==> src/rtl/ata_dma_ctl_pkg.sv <==
package ata_dma_ctl_pkg;

    // register offsets inside a channel window
    localparam logic [4:0] OFF_CTL  = 5'h00;
    localparam logic [4:0] OFF_STAT = 5'h02;
    localparam logic [4:0] OFF_CNT  = 5'h04;
    localparam logic [4:0] OFF_NPTR = 5'h0C;
    localparam logic [4:0] OFF_FIN  = 5'h14;
    localparam logic [4:0] OFF_FOUT = 5'h16;

    // control word bit positions
    localparam int CB_MASK = 8;
    localparam int CB_GO   = 7;
    localparam int CB_RST  = 5;

    // event strobe index within a channel's three flags
    localparam int EV_BUSERR = 0;
    localparam int EV_UNEXP  = 1;
    localparam int EV_DONE   = 2;

    localparam logic [15:0] CNT_INIT  = 16'd1;
    localparam logic [15:0] FIFO_INIT = 16'h0100;
    localparam logic [1:0]  PIO_INIT  = 2'd3;

    typedef struct packed {
        logic       mask;
        logic       rst;
        logic [1:0] pio;
    } ctl_t;

    function automatic logic [15:0] ctl_image(input ctl_t c);
        logic [15:0] img;
        img          = '0;
        img[CB_MASK] = c.mask;
        img[CB_RST]  = c.rst;
        img[1:0]     = c.pio;
        return img;
    endfunction

    function automatic logic [7:0] evt_image(input logic [2:0] e);
        logic [7:0] s;
        s    = '0;
        s[0] = e[EV_BUSERR];
        s[4] = e[EV_UNEXP];
        s[6] = e[EV_DONE];
        return s;
    endfunction

endpackage

==> src/rtl/ata_dma_chan.sv <==
module ata_dma_chan
    import ata_dma_ctl_pkg::*;
#(
    parameter int OFFW = 5
) (
    input  logic            clk,
    input  logic            rst,
    input  logic            wr,
    input  logic            rd,
    input  logic [OFFW-1:0] offs,
    input  logic [31:0]     wdata,
    input  logic            lock_ok,
    input  logic [2:0]      evt,
    output logic [31:0]     rdata,
    output logic            start_pulse,
    output logic            eng_reset,
    output logic            irq,
    output logic [1:0]      pio_mode
);

    ctl_t        ctl;
    logic [7:0]  status;
    logic [15:0] desc_cnt;
    logic [31:0] next_ptr;
    logic [15:0] fifo_in_thr;
    logic [15:0] fifo_out_thr;
    logic        busy;

    logic wr_ctl, rd_stat, start_req, stop_evt;

    assign wr_ctl    = wr && (offs == OFFW'(OFF_CTL));
    assign rd_stat   = rd && (offs == OFFW'(OFF_STAT));
    assign start_req = wr_ctl && wdata[CB_GO] && lock_ok && !busy
                       && !ctl.rst && !wdata[CB_RST];
    assign stop_evt  = evt[EV_DONE] || evt[EV_BUSERR];

    always_ff @(posedge clk) begin
        if (rst) begin
            ctl          <= '{mask: 1'b1, rst: 1'b0, pio: PIO_INIT};
            status       <= '0;
            desc_cnt     <= CNT_INIT;
            next_ptr     <= '0;
            fifo_in_thr  <= FIFO_INIT;
            fifo_out_thr <= FIFO_INIT;
            busy         <= 1'b0;
            start_pulse  <= 1'b0;
        end else begin
            start_pulse <= start_req;
            if (ctl.rst) begin
                status <= '0;
                busy   <= 1'b0;
            end else begin
                status <= (rd_stat ? 8'h00 : status) | evt_image(evt);
                if (start_req)
                    busy <= 1'b1;
                else if (stop_evt)
                    busy <= 1'b0;
            end
            if (wr_ctl) begin
                ctl.mask <= wdata[CB_MASK];
                ctl.rst  <= wdata[CB_RST];
                ctl.pio  <= wdata[1:0];
            end
            if (wr && offs == OFFW'(OFF_CNT))  desc_cnt     <= wdata[15:0];
            if (wr && offs == OFFW'(OFF_NPTR)) next_ptr     <= wdata;
            if (wr && offs == OFFW'(OFF_FIN))  fifo_in_thr  <= wdata[15:0];
            if (wr && offs == OFFW'(OFF_FOUT)) fifo_out_thr <= wdata[15:0];
        end
    end

    always_comb begin
        case (offs)
            OFFW'(OFF_CTL):  rdata = {16'h0, ctl_image(ctl)};
            OFFW'(OFF_STAT): rdata = {24'h0, status};
            OFFW'(OFF_CNT):  rdata = {16'h0, desc_cnt};
            OFFW'(OFF_NPTR): rdata = next_ptr;
            OFFW'(OFF_FIN):  rdata = {16'h0, fifo_in_thr};
            OFFW'(OFF_FOUT): rdata = {16'h0, fifo_out_thr};
            default:         rdata = '0;
        endcase
    end

    assign eng_reset = ctl.rst;
    assign irq       = (status != 8'h00) && !ctl.mask;
    assign pio_mode  = ctl.pio;

endmodule

==> src/rtl/ata_dma_rdmux.sv <==
module ata_dma_rdmux #(
    parameter int NCH = 2,
    parameter int DW  = 32
) (
    input  logic [NCH-1:0]         ch_hit,
    input  logic [NCH-1:0][DW-1:0] ch_data,
    input  logic                   lock_hit,
    input  logic [7:0]             lock_val,
    output logic [DW-1:0]          data
);

    always_comb begin
        data = lock_hit ? DW'(lock_val) : '0;
        for (int i = 0; i < NCH; i++) begin
            if (ch_hit[i])
                data = data | ch_data[i];
        end
    end

endmodule

==> src/rtl/ata_dma_ctl_regs.sv <==
module ata_dma_ctl_regs
    import ata_dma_ctl_pkg::*;
#(
    parameter int             NCH       = 2,
    parameter int             AW        = 8,
    parameter int             CH_BASE   = 'h80,
    parameter int             CH_STRIDE = 'h20,
    parameter logic [AW-1:0]  LOCK_ADDR = 8'hC7,
    parameter logic [7:0]     LOCK_KEY  = 8'h07
) (
    input  logic             clk,
    input  logic             rst,
    input  logic             bus_valid,
    input  logic             bus_write,
    input  logic [AW-1:0]    bus_addr,
    input  logic [31:0]      bus_wdata,
    output logic [31:0]      bus_rdata,
    output logic             bus_rvalid,
    input  logic [3*NCH-1:0] evt_flags,
    output logic [NCH-1:0]   start_pulse,
    output logic [NCH-1:0]   eng_reset,
    output logic [NCH-1:0]   irq,
    output logic [2*NCH-1:0] pio_mode
);

    localparam int OFFW = $clog2(CH_STRIDE);

    logic [NCH-1:0]           ch_hit;
    logic [NCH-1:0][OFFW-1:0] ch_off;
    logic [NCH-1:0][31:0]     ch_data;
    logic                     lock_hit;
    logic [7:0]               lock_q;
    logic                     lock_ok;
    logic                     is_rd, is_wr;
    logic [31:0]              mux_data;

    assign is_rd    = bus_valid && !bus_write;
    assign is_wr    = bus_valid && bus_write;
    assign lock_hit = (bus_addr == LOCK_ADDR);
    assign lock_ok  = (lock_q == LOCK_KEY);

    for (genvar g = 0; g < NCH; g++) begin : g_ch
        localparam logic [AW:0] LO = (AW+1)'(CH_BASE + g * CH_STRIDE);
        localparam logic [AW:0] HI = (AW+1)'(CH_BASE + (g + 1) * CH_STRIDE);

        assign ch_hit[g] = ({1'b0, bus_addr} >= LO) && ({1'b0, bus_addr} < HI);
        assign ch_off[g] = OFFW'(bus_addr - LO[AW-1:0]);

        ata_dma_chan #(.OFFW(OFFW)) u_chan (
            .clk         (clk),
            .rst         (rst),
            .wr          (is_wr && ch_hit[g]),
            .rd          (is_rd && ch_hit[g]),
            .offs        (ch_off[g]),
            .wdata       (bus_wdata),
            .lock_ok     (lock_ok),
            .evt         (evt_flags[3*g +: 3]),
            .rdata       (ch_data[g]),
            .start_pulse (start_pulse[g]),
            .eng_reset   (eng_reset[g]),
            .irq         (irq[g]),
            .pio_mode    (pio_mode[2*g +: 2])
        );
    end

    ata_dma_rdmux #(.NCH(NCH), .DW(32)) u_rdmux (
        .ch_hit   (ch_hit),
        .ch_data  (ch_data),
        .lock_hit (lock_hit),
        .lock_val (lock_q),
        .data     (mux_data)
    );

    always_ff @(posedge clk) begin
        if (rst) begin
            lock_q     <= '0;
            bus_rdata  <= '0;
            bus_rvalid <= 1'b0;
        end else begin
            if (is_wr && lock_hit)
                lock_q <= bus_wdata[7:0];
            bus_rvalid <= is_rd;
            bus_rdata  <= is_rd ? mux_data : '0;
        end
    end

endmodule

==> config.mk <==
export PLATFORM = sky130hd
export DESIGN_NAME = ata_dma_ctl_regs
export DESIGN_NICKNAME = d
export VERILOG_FILES = /design/src/rtl/ata_dma_ctl_pkg.sv /design/src/rtl/ata_dma_chan.sv /design/src/rtl/ata_dma_rdmux.sv /design/src/rtl/ata_dma_ctl_regs.sv
export SDC_FILE = /design/constraint.sdc
export NUM_CORES = 1
export LEC_CHECK = 0
export ABC_AREA = 1
export BUFFER_PORTS_ARGS = -buffer_cell sky130_fd_sc_hd__buf_2
export CORE_UTILIZATION = 60
export DETAILED_ROUTE_END_ITERATION = 10
export PLACE_DENSITY = 0.8
export SYNTH_ARGS = -nofsm -noshare
export SYNTH_HDL_FRONTEND = slang
export SYNTH_HIERARCHICAL = 1
export SYNTH_SLANG_ARGS = --single-unit
==> constraint.sdc <==
create_clock -name clk -period 2.5 [get_ports clk]
set_clock_uncertainty 0.15 [all_clocks]
set_input_delay 0.375 -clock clk [delete_from_list [all_inputs] [get_ports clk]]
set_output_delay 0.375 -clock clk [all_outputs]
set_load 0.02 [all_outputs]
-- Word-level counts from Yosys, hierarchy flattened
Cells that the tools add are included.
- $add $sub $neg: 2
- magnitude comparators: 4
- equality and inequality tests: 12
- mux-type cells: 11
- bitwise logic cells: 5
- reductions and logical operators: 52
- operators by type and width (cell ; count):
    32-bit one-hot mux with 6 select lines ; 2
    32-bit two-way mux ; 2
    32-bit OR ; 2
    1-bit logical AND ; 33
    8-bit two-way mux ; 3
    5-bit equality test (second input constant) ; 4
    8-bit >= comparator (second input constant) ; 2
    8-bit less-than comparator (second input constant) ; 2
    8-bit by 7-bit OR with 8-bit output ; 2
    8-bit nonzero test ; 2
    5-bit by 2-bit equality test with 1-bit output (second input constant) ; 2
    5-bit by 3-bit equality test with 1-bit output (second input constant) ; 2
    5-bit by 4-bit equality test with 1-bit output (second input constant) ; 2
    5-bit logical NOT ; 2
    5-bit by 1-bit subtractor with 5-bit output (second input constant) ; 2
    8-bit by 3-bit equality test with 1-bit output (second input constant) ; 1
    8-bit equality test (second input constant) ; 1
    1-bit logical NOT ; 8
    2-bit OR reduction ; 3
    1-bit two-way mux ; 4
    2-bit nonzero test ; 2
    1-bit logical OR ; 2
    1-bit NOT ; 1
- flip-flop bits (word level): 229

-- Depth between registers and ports, before layout
Gate-level depths: netlist of run 1.
- depth in word-level cells: 10
- mapped depth: 12
- mapped depth without buffers: 11

-- By module
Netlist of run 1, hierarchy kept.
- modules (own cells, without submodules) (module ; instances ; cells each ; area an instance (sq um) ; seq. area each (sq um)):
    ata_dma_chan ; 2 ; 675 ; 4301.6 ; 1781.7
    ata_dma_ctl_regs ; 1 ; 194 ; 1482.7 ; 820.8
    ata_dma_rdmux ; 1 ; 111 ; 503.0 ; 0.0

-- Least setup slack after synthesis of run 1
OpenSTA, ideal clock, no wires.
- path kind: in2reg
- start: input bus_addr[5]
- end: register g_ch[1].u_chan.next_ptr[10]
- library setup time: 0.132 ns
- data arrival time: 1.827 ns
- data required time: 2.218 ns
- setup slack: 0.390 ns
- stages: 10
- buffers on the path: 3
- cells stage by stage: inv_2 > nor3_1 > inv_1 > nor2_1 > buf_4 > nand3_1 > buf_2 > buf_2 > nand2_1 > a21oi_1
- word-level cells in the longest chain between the ends: 4
- elaborated cells between the ends (all ways): 5
- classes of those cells: 2 x order compare; 3 x reduce/logical
- RTL lines (element ; line ; source):
    start, declared ; ata_dma_ctl_regs.sv:15 ; input logic [AW-1:0] bus_addr,
    8-bit >= comparator / 8-bit less-than comparator (equally long branches) ; ata_dma_ctl_regs.sv:46 ; assign ch_hit[g] = ({1'b0, bus_addr} >= LO) && ({1'b0, bus_addr} < HI);
    1-bit logical AND (*) ; ata_dma_ctl_regs.sv:46 ;
    net ch_hit[1] ; ata_dma_ctl_regs.sv:28 ; logic [NCH-1:0] ch_hit;
    1-bit logical AND (*) ; ata_dma_ctl_regs.sv:52 ; .wr (is_wr && ch_hit[g]),
    1-bit logical AND (*) ; ata_dma_chan.sv:65 ; if (wr && offs == OFFW'(OFF_NPTR)) next_ptr <= wdata;
    end signal, assigned ; ata_dma_chan.sv:65 ;
    end, declared ; ata_dma_chan.sv:24 ; logic [31:0] next_ptr;
Mark *: on every way through the listed nets, which the timed path passes. The rest lies on a longest branch.
A chain may end at the register's enable or synchronous reset.

-- Final worst setup path of run 1
- start: register g_ch[0].u_chan.status[0]
- end: output irq[0]
- word-level cells in the longest chain between the ends: 2
- RTL lines (element ; line ; source):
    start, declared ; ata_dma_chan.sv:22 ; logic [7:0] status;
    start signal, assigned ; ata_dma_chan.sv:53 ; status <= (rd_stat ? 8'h00 : status) | evt_image(evt);
    8-bit nonzero test ; ata_dma_chan.sv:84 ; assign irq = (status != 8'h00) && !ctl.mask;
    1-bit logical AND ; ata_dma_chan.sv:84 ;
    end, declared ; ata_dma_ctl_regs.sv:22 ; output logic [NCH-1:0] irq,
No other way between the ends.

==> run metrics, run 1 <==
status=complete, no violations; Vias=10,600; Chip Width=approximately 130 µm; Max Clk Rate=555 MHz; Post-route DRC=0; RSZ-0062 raised after global routing=no; Worst-Skew Late Latency=between 0.5 and 0.6 ns; TritonCTS buffer count=23; CP required=1.98 ns; most numerous cell in the Yosys netlist=nand2_1; Synth area leader=dfxtp_1; largest family of logic cells by synthesized area=simple AND/OR/NAND/NOR gates; Least-Margin Pin Slew=0.703 ns; period utilization=72.1%; P_leak=5.74 nW; number of H-tree levels=1; Final TNS setup=0 ns; critical path type=reg2out; RD Place Congestion=a little over 0.9; final cell count without fillers=1,970; Core Region=roughly 0.017 mm²; CTS tree=done; Pwr Density=606 mW/mm²; deepest clock path buffer count=3; initial DRC count=roughly 1,100; CTS sink count=~220; crit path capture type=output pin; total wire length=just over 30 mm; Worst setup SP type=register; DR WL/cell=around 16 µm; largest net degree at the start of global routing=between 60 and 70; DRT antenna net count=0; # hold bufs at CTS=20; Synth area leaders=dfxtp_1 41%, nand2_1 17%, nor2_1 13%; Synth Area in Adders=0%; DR vias/cell=approximately 5.4; Final nets=about 1,800; setup ws final=between 0.6 and 0.7 ns; Synth Instances=approximately 1,700; post-synth top area share=between 40% and 50%; initial antenna violation count=0; Cell variety after synth=23; top cells by count, synth=476 x nand2_1, 369 x nor2_1, 219 x dfxtp_1; worst-path maximum fanout=3; Initial Util=61.4%; Syn-to-layout area delta=14.4%; clock tree root driver cell=clkbuf_16; Worst path max stage delay=~0.33 ns; DP Cell Count=between 1,500 and 2,000; post-CTS setup buffers=0; vias in the first global route=slightly below 10,000; Async SR Flop Fraction=0%; TritonRoute pass-1 iters=7; CP cell instances=nor3_1 > nor2_1 > buf_2; pre-CTS setup slack=about 0.26 ns; CTS clk-pin slew, worst paths=0.06 ns; die area=between 0.015 and 0.02 mm²; I/O Buffers=slightly above 90; synthesized net count=between 1,500 and 2,000; Die Height=approximately 130 µm; GR Overflow Total=0; Slew HR=53.1%; mapped cell area=0.0106 mm²; max cap viols=0; multiplexer share of the synthesized area=0%; GRT Total Usage=roughly a third; Synth Area in XOR/XNOR=0%; CTS resizes=0; worst vdd ir=~0.57 mV; Final setup violation count=0; Fillers=between 1,000 and 1,500; number of I/O pins=93; Synth Area in Simple Gates=approximately 44%; synthesis-stage register bit count=~220; minimum clock period=between 1.5 and 2 ns; first-pass GRT wire length=~50 mm; sequential area share after synthesis=between 40% and 50%; Post-synth EDFFs=0; CP Data Arrival Time=about 1.3 ns; Antenna diodes=0; slowest cell on the critical path=dfxtp_1; Primary FF master, synth=dfxtp_1; Final HPWL DP=slightly below 20 mm; worst hold path class=in2reg; Min Hold Slack=about 0.013 ns; layout cells sized above 1=roughly an eighth; Synth Area in Compound Gates=2.17%; # rows=48; final slew viol count=0; synth warn=6; Final Hold Viols=0; Syn Area/Cell=6.40 µm²
==> where the power goes <==
group	switching, mW	internal, mW	total [mW]	leakage [nW]
sequential	0.00780	3.50	3.51	1.77
clock	1.37	2.02	3.39	0.365
combinational	0.328	0.123	0.452	3.60
==> flip-flops by register name (all words and copies together) (netlist names), 4 cells and up <==
signal                    count
g_ch.u_chan/pio_mode          4
g_ch.u_chan/fifo_in_thr      32
g_ch.u_chan/status            6
lock_q                        8
g_ch.u_chan/next_ptr         64
g_ch.u_chan/fifo_out_thr     32
bus_rdata                    32
g_ch.u_chan/desc_cnt         32
==> worst paths after layout <==
path                            slack, ns                         end                  startpoint  cells after the start
worst max-delay path                 0.70                      irq[0]    g_ch[0].u_chan/status[0]                      3
worst min-delay path                 0.01    g_ch[0].u_chan/status[0]                evt_flags[0]                      3
worst min register to register       0.31  g_ch[0].u_chan/next_ptr[7]  g_ch[0].u_chan/next_ptr[7]                      2
worst max register to register       0.97         g_ch[0].u_chan/busy                   lock_q[6]                      7
==> layer usage <==
layer / vias to the layer above / global-route usage [%] / share of wire, %
met4: 0 / 15.0 / 3.9
met2: 519 / 55.7 / 46
li1: 5220 / - / -
met1: 4782 / 42.1 / 41
met5: - / 0 / 0
met3: 102 / 8.00 / 9.9
==> final cells by class <==
cell class	count	area, µm²	area share (%)
Clock buffer	34	657	5.42
Clock inverter	6	83.8	0.692
Inverter	204	766	6.32
Multi-Input combinational cell	1138	4970	41.0
Sequential cell	219	4380	36.2
Tap cell	225	282	2.32
Timing Repair Buffer	144	976	8.05
==> cell families (layout without fill, tap and decap cells) <==
group	after synthesis	in the layout
AND/OR/NAND/NOR	1092	1092
flip-flops	219	219
AO/OA/AOI/OAI	46	46
buffers and inverters	298	388
==> worst max-delay path: cells and delay by family, from the launching register on <==
family        cells  cell delay [ns]
buf+inv           1             0.16
flops             1             0.33
simple gates      2             0.27
==> cells in the final DEF, fill, tap and decap left out, drive strengths merged <==
cell type	n
clkbuf	34
nor2	386
nand4	84
bufinv	2
inv	205
nand2	478
nor3	8
nor4	1
buf	124
a21oi	40
dlygate4sd3	20
clkinv	3
nand3	135
o21ai	6
dfxtp	219
==> stage by stage <==
| stage | util (%) | total power [mW] | instance area [µm²] |
|---|---|---|---|
| 4_1_cts | 70.3 | 7.37 | 12100 |
| 3_3_place_gp | 64.8 | 3.99 | 11200 |
| 5_1_grt | 70.3 | 7.54 | 12100 |
| 3_5_place_dp | 64.8 | 4.00 | 11200 |
| 6_report | 70.3 | 7.35 | 12100 |
| 2_1_floorplan | - | 3.82 | 10600 |
No activity file was read; power rests on OpenSTA's default activity.
==> inputs of run 2 (changes only) <==
Settings changed: ABC_AREA 1 to 0.
Clock period 2.5 ns to 1.81 ns, I/O delays scaled along.
==> run 2 against run 1 <==
Effect of this change:
- the run now ends with setup timing left
- synthesized cell count fell by 34%
- sequential power rose by 38%
- first-iteration DRC count fell by 44%
- cell area rose by 11%
- total power rose by 43%
- worst hold slack improved by 0.0056 ns
- core utilization rose by 6.4 points
- final cell count fell by 24%
- global-route usage fell by 1.8 points
- sequential share of layout area fell by 3.4 points
- sequential cell count did not move
- count of clock-buffer cells in the layout fell by 3
- critical endpoint is now bus_rdata[1]
- largest power group unchanged
- highest routed layer unchanged
==> run metrics, run 2 <==
status=finished, violations left; failing checks=setup timing; deepest clock path buffer count=3; GR Overflow Total=0; Final HPWL DP=20.3 mm; CTS sink count=~220; met3 GRT Util=5.04%; register with the most flip-flops=g_ch.u_chan/next_ptr; Synth Area in Adders=0%; met2 Use GR=between 50 and 60%; post-synth top area share=40.3%; sequential area share after synthesis=approximately two fifths; pre-CTS setup slack=-0.529 ns; worst hold path class=in2reg; Final Hold Viols=0; Worst-Skew Late Latency=between 0.5 and 0.6 ns; Worst setup SP type=register; multiplexer share of the synthesized area=17.6%; initial antenna violation count=0; max FFs per register=64; Int Power=8.00 mW; total wire length=roughly 30 mm; P_leak=between 6 and 7 nW; mapped cell area=between 0.01 and 0.015 mm²; synthesis-stage register bit count=219; critical path type=reg2reg; largest family of logic cells by synthesized area=simple AND/OR/NAND/NOR gates; TritonRoute pass-1 iters=6; initial DRC count=between 600 and 700; Synth Instances=1,091; Post-synth EDFFs=0; minimum clock period=between 2 and 2.5 ns; Syn-to-layout area delta=23.6%; Vias=around 8,900; Chip Width=137 µm; TritonCTS buffer count=24; Syn Area/Cell=between 9 and 10 µm²; fin util=76.7%; crit path capture type=register; Final nets=~1,300; setup ws final=-0.256 ns; most common cell after layout, fill and taps aside=nand2b_1; Core Region=about 0.018 mm²; Max Clk Rate=approximately 480 MHz; Cell variety after synth=between 40 and 50; vias in the first global route=roughly 8,800; DR vias/cell=around 5.9; GRT Total Usage=32.0%; CP Data Arrival Time=2.32 ns; most frequent cells in the layout=238 x nand2b_1, 202 x dfxtp_1, 176 x mux2i_1; CTS clk-pin slew, worst paths=roughly 0.060 ns; number of I/O pins=93; worst-path maximum fanout=2; Die Height=137 µm; number of H-tree levels=1; synthesized net count=~1,100; CTS tree=done; Least-Margin Pin Slew=between 0.6 and 0.7 ns; period utilization=114%; clock tree root driver cell=clkbuf_16; Switch Pwr=2.51 mW; Final setup violation count=5; met1 usage=between 30 and 40%; Antenna diodes=0; Pwr Density=781 mW/mm²; sequential share of power=46.1%; DR WL/cell=roughly 20 µm; I/O Buffers=a little over 90; Slew HR=55.2%; Synth Area in Simple Gates=31.6%; clock group share of total power=approximately 46%; top cells by count, synth=238 x nand2b_1, 219 x dfxtp_1, 176 x mux2i_1; layout cells sized above 1=25.5%; RSZ-0062 raised after global routing=yes; max cap viols=0; largest net degree at the start of global routing=55; # rows=48; synth warn=6; Synth Area in XOR/XNOR=0%; Async SR Flop Fraction=0%; die area=0.0187 mm²; Synth area leaders=dfxtp_1 40%, mux2i_1 16%, nand2b_1 14%; Comb pwr share=under 10%; Post-route DRC=0; first-pass GRT wire length=approximately 46 mm; RD Place Congestion=about 0.94; CP required=between 2 and 2.5 ns; final slew viol count=0; Initial Util=62.1%; DRT antenna net count=0; Primary FF master, synth=dfxtp_1; Synth area leader=dfxtp_1; most numerous cell in the Yosys netlist=nand2b_1; Synth Area in Compound Gates=5.33%; GRT busiest layer=met2; worst vdd ir=0.825 mV; Switching Share=between 20% and 30%
## run 2: cell types whose count changed after synthesis, sizes merged, moves of 36 or more
| cell | change |
|---|---|
| a21oi | -40 |
| and2 | +36 |
| and3 | +80 |
| inv | -186 |
| mux2i | +176 |
| nand2 | -471 |
| nand2b | +238 |
| nand3 | -133 |
| nand4 | -75 |
| nor2 | -350 |
## run 2: power by group through the flow
stage,sequential [mW],clock [mW],combinational (mW)
6_report,4.84,4.82,0.844
5_1_grt,4.84,5.07,0.892
3_3_place_gp,4.95,0,0.744
2_1_floorplan,4.95,0,0.432
3_5_place_dp,4.95,0,0.755
4_1_cts,4.84,4.88,0.816
## run 2: through the flow
step	hold WS (ns)	power, mW	TNS [ns]	cells	cell area [µm²]
6_report	0.0190	10.5	-0.385	1507	13500
5_1_grt	0.0159	10.8	-0.749	1507	13500
4_1_cts	0.000765	10.5	-0.415	1506	13400
2_1_floorplan	0.252	5.38	-5.96	1091	11000
3_3_place_gp	0.303	5.69	-27.01	1430	12300
3_5_place_dp	0.307	5.70	-31.56	1430	12300
## run 2: critical path, cell delays in order (launching register included)
cell and delay (ns):
dfxtp_2 0.32, mux2_4 0.27, and3_4 0.18, or4_4 0.48, a222oi_1 0.33, inv_1 0.07
and2_1 0.14
## run 2: cells by family (layout without fill, tap and decap cells)
group / count (synthesis) / count (layout)
muxes: 190 / 190
AOI/OAI and AO/OA: 66 / 66
buffers and inverters: 107 / 298
and+or+nand+nor: 509 / 509
DFF: 219 / 219
## run 2: worst paths after layout
| path | slack, ns | endpoint | cells past startpoint | startpoint |
|---|---|---|---|---|
| hold / removal | 0.02 | g_ch[1].u_chan/next_ptr[12] | 3 | bus_wdata[12] |
| setup reg to reg | -0.26 | bus_rdata[1] | 6 | g_ch[0].u_chan/pio_mode[1] |
| hold reg to reg | 0.32 | g_ch[1].u_chan/next_ptr[7] | 2 | g_ch[1].u_chan/next_ptr[7] |
| setup / recovery | -0.26 | bus_rdata[1] | 6 | g_ch[0].u_chan/pio_mode[1] |
## run 2: timing repair
action                                  4_1_cts  5_1_grt
hold endpoints to repair                     67        0
endpoints found under the setup margin        6       15
pin swaps                                     9       11
resized for setup                            16       19
gates cloned                                  0        0
hold buffers                                 33        0
setup buffers                                 0        1
## run 2: cell type report
| cell class | count | area [µm²] |
|---|---|---|
| clock buffer | 31 | 678 |
| clock inverter | 12 | 96.3 |
| fill | 1160 | 4080 |
| inverter | 16 | 60.1 |
| multi-input combinational | 765 | 6040 |
| sequential | 219 | 4410 |
| tap | 225 | 282 |
| timing repair buffer | 239 | 1890 |
## run 2: metal layers
metal	routed length, µm	vias up
met3	1880	79
met1	12300	4287
met4	1280	0
met2	14200	347
li1	-	4198
met5	0	-
==> inputs of run 3 (changes only) <==
Settings changed: CTS_CLUSTER_SIZE set to 8, TNS_END_PERCENT set to 50.
==> run 3 against run 2 <==
Effect of this change:
- the flow still finishes with violations (setup timing)
- worst hold slack better by 0.049 ns
- combinational power rose by 7.8%
- fmax up 1.6%
- routed wire length up 7.2%
- sequential cell count is the same
- critical path type unchanged
- critical endpoint unchanged
==> run metrics, run 3 (synthesis gave the netlist of run 2 again) <==
status=finished, violations left; failing checks=setup timing; period utilization=112%; Pwr Density=777 mW/mm²; Chip Width=approximately 140 µm; R2R Setup Slk=-0.22 ns; Post-route DRC=0; max FFs per register=64; max cap viols=0; deepest clock path buffer count=3; TritonRoute pass-1 iters=7; clock tree root driver cell=clkbuf_16; clock group share of total power=about 46%; Initial Util=approximately 62%; DRT antenna net count=0; delay-heaviest family, CP=simple AND/OR/NAND/NOR gates; Max Clk Rate=approximately 490 MHz; Switching Share=between 20% and 30%; P_leak=6.39 nW; register with the most flip-flops=g_ch.u_chan/next_ptr; Switch Pwr=2.45 mW; largest net degree at the start of global routing=48; CTS tree=done; Die Height=about 140 µm; setup ws final=-0.224 ns; CTS sink count=between 200 and 250; TritonCTS buffer count=31; Final HPWL DP=approximately 22 mm; Comb pwr share=under 10%; first-pass GRT wire length=~50 mm; most frequent cells in the layout=238 x nand2b_1, 203 x dfxtp_1, 176 x mux2i_1; worst vdd ir=about 0.8 mV; CP Data Arrival Time=about 2.3 ns; initial antenna violation count=0; worst-path maximum fanout=2; fin util=78.4%; DR vias/cell=around 6.1; layout cells sized above 1=25.9%; DP Cell Count=around 1,400; GR Overflow Total=0; Antenna diodes=0; Syn-to-layout area delta=26.3%; DR WL/cell=between 20 and 25 µm; Final setup violation count=10; Int Power=slightly above 8 mW; final cell count without fillers=about 1,500; GRT Total Usage=approximately a third; crit path buf inv count=1; Worst-Skew Late Latency=0.54 ns; critical path type=reg2reg; sequential share of power=between 40% and 50%; number of I/O pins=93; # rows=48; total power=~11 mW; vias in the first global route=~9,200; CP required=~2.1 ns; final slew viol count=0; RD Place Congestion=0.913; slowest cell on the critical path=or4_4; Vias=approximately 9,000; die area=between 0.015 and 0.02 mm²; Worst setup SP type=register; minimum clock period=2.03 ns; Core Region=~0.018 mm²; Slew HR=between 40% and 50%; Min Hold Slack=approximately 0.07 ns; I/O Buffers=92; initial DRC count=between 800 and 900; Final Hold Viols=0; number of H-tree levels=1; RSZ-0062 raised after global routing=yes; CP cell instances=mux2_2 > and3_4 > or4_4 > a222oi_1 > inv_1 > and2_1; CTS clk-pin slew, worst paths=around 0.050 ns; crit path capture type=register; most common cell after layout, fill and taps aside=nand2b_1; worst hold path class=in2reg; total wire length=about 32 mm; Final nets=1,345; Worst path max stage delay=around 0.48 ns; Least-Margin Pin Slew=between 0.8 and 0.9 ns
## run 3: cell count changes in the layout (fill, tap and decap cells not counted), moves of 2 or more
cell / delta
clkbuf_16: +6
mux2_2: +3
clkbuf_4: -2
clkinv_2: -7
buf_4: +8
dlygate4sd3_1: +6
buf_12: +10
clkbuf_1: -3
clkinvlp_4: -2
mux2_1: -2
clkbuf_8: -3
## run 3: routing by layer
metal / vias up / global-route usage, % / wire length, µm
met5: - / 0 / 0
met4: 0 / 10.6 / 946
met3: 74 / 5.30 / 2360
met2: 410 / 59.3 / 15400
met1: 4496 / 44.1 / 13200
li1: 4215 / - / -
## run 3: power by group through the flow
stage	Combinational, mW	Sequential (mW)	Clock (mW)
final	0.910	4.86	4.91
after global routing	0.954	4.85	5.15
after CTS	0.879	4.86	4.94
after detailed placement	0.804	4.95	0
after global placement	0.793	4.95	0
after floorplan	0.429	4.95	0
## run 3: area by class of cell
class                      count  area, µm²
timing repair buffer         262       2200
fill                        1107       3790
sequential                   219       4400
clock inverter                 1       7.51
clock buffer                  31        776
multi-input combinational    765       6020
inverter                      16       60.1
tap                          225        282
## run 3: worst paths after layout
kind,from,to,cells past startpoint
worst min-delay path,rst,g_ch[1].u_chan/start_pulse,2
worst max-delay path,g_ch[0].u_chan/pio_mode[1],bus_rdata[1],6
worst min register to register,g_ch[1].u_chan/next_ptr[11],g_ch[1].u_chan/next_ptr[11],2
worst max register to register,g_ch[0].u_chan/pio_mode[1],bus_rdata[1],6
## run 3: repair_timing
| action | CTS | global route |
|---|---|---|
| pin swaps | 5 | 9 |
| endpoints found under the setup margin | 10 | 14 |
| buffers inserted | 0 | 1 |
| hold buffers | 39 | 0 |
| gates cloned | 0 | 0 |
| endpoints found under the hold margin | 94 | 0 |
| gates resized for setup | 18 | 14 |
## run 3: metrics by stage
| step | setup slack, ns | TNS (ns) | instance area (µm²) |
|---|---|---|---|
| after detailed placement | -0.591 | -41.11 | 12500 |
| after CTS | -0.210 | -0.519 | 13700 |
| after global placement | -0.586 | -37.74 | 12500 |
| after global routing | -0.260 | -1.17 | 13800 |
| final | -0.224 | -0.709 | 13800 |
| after floorplan | -0.268 | -11.43 | 11000 |
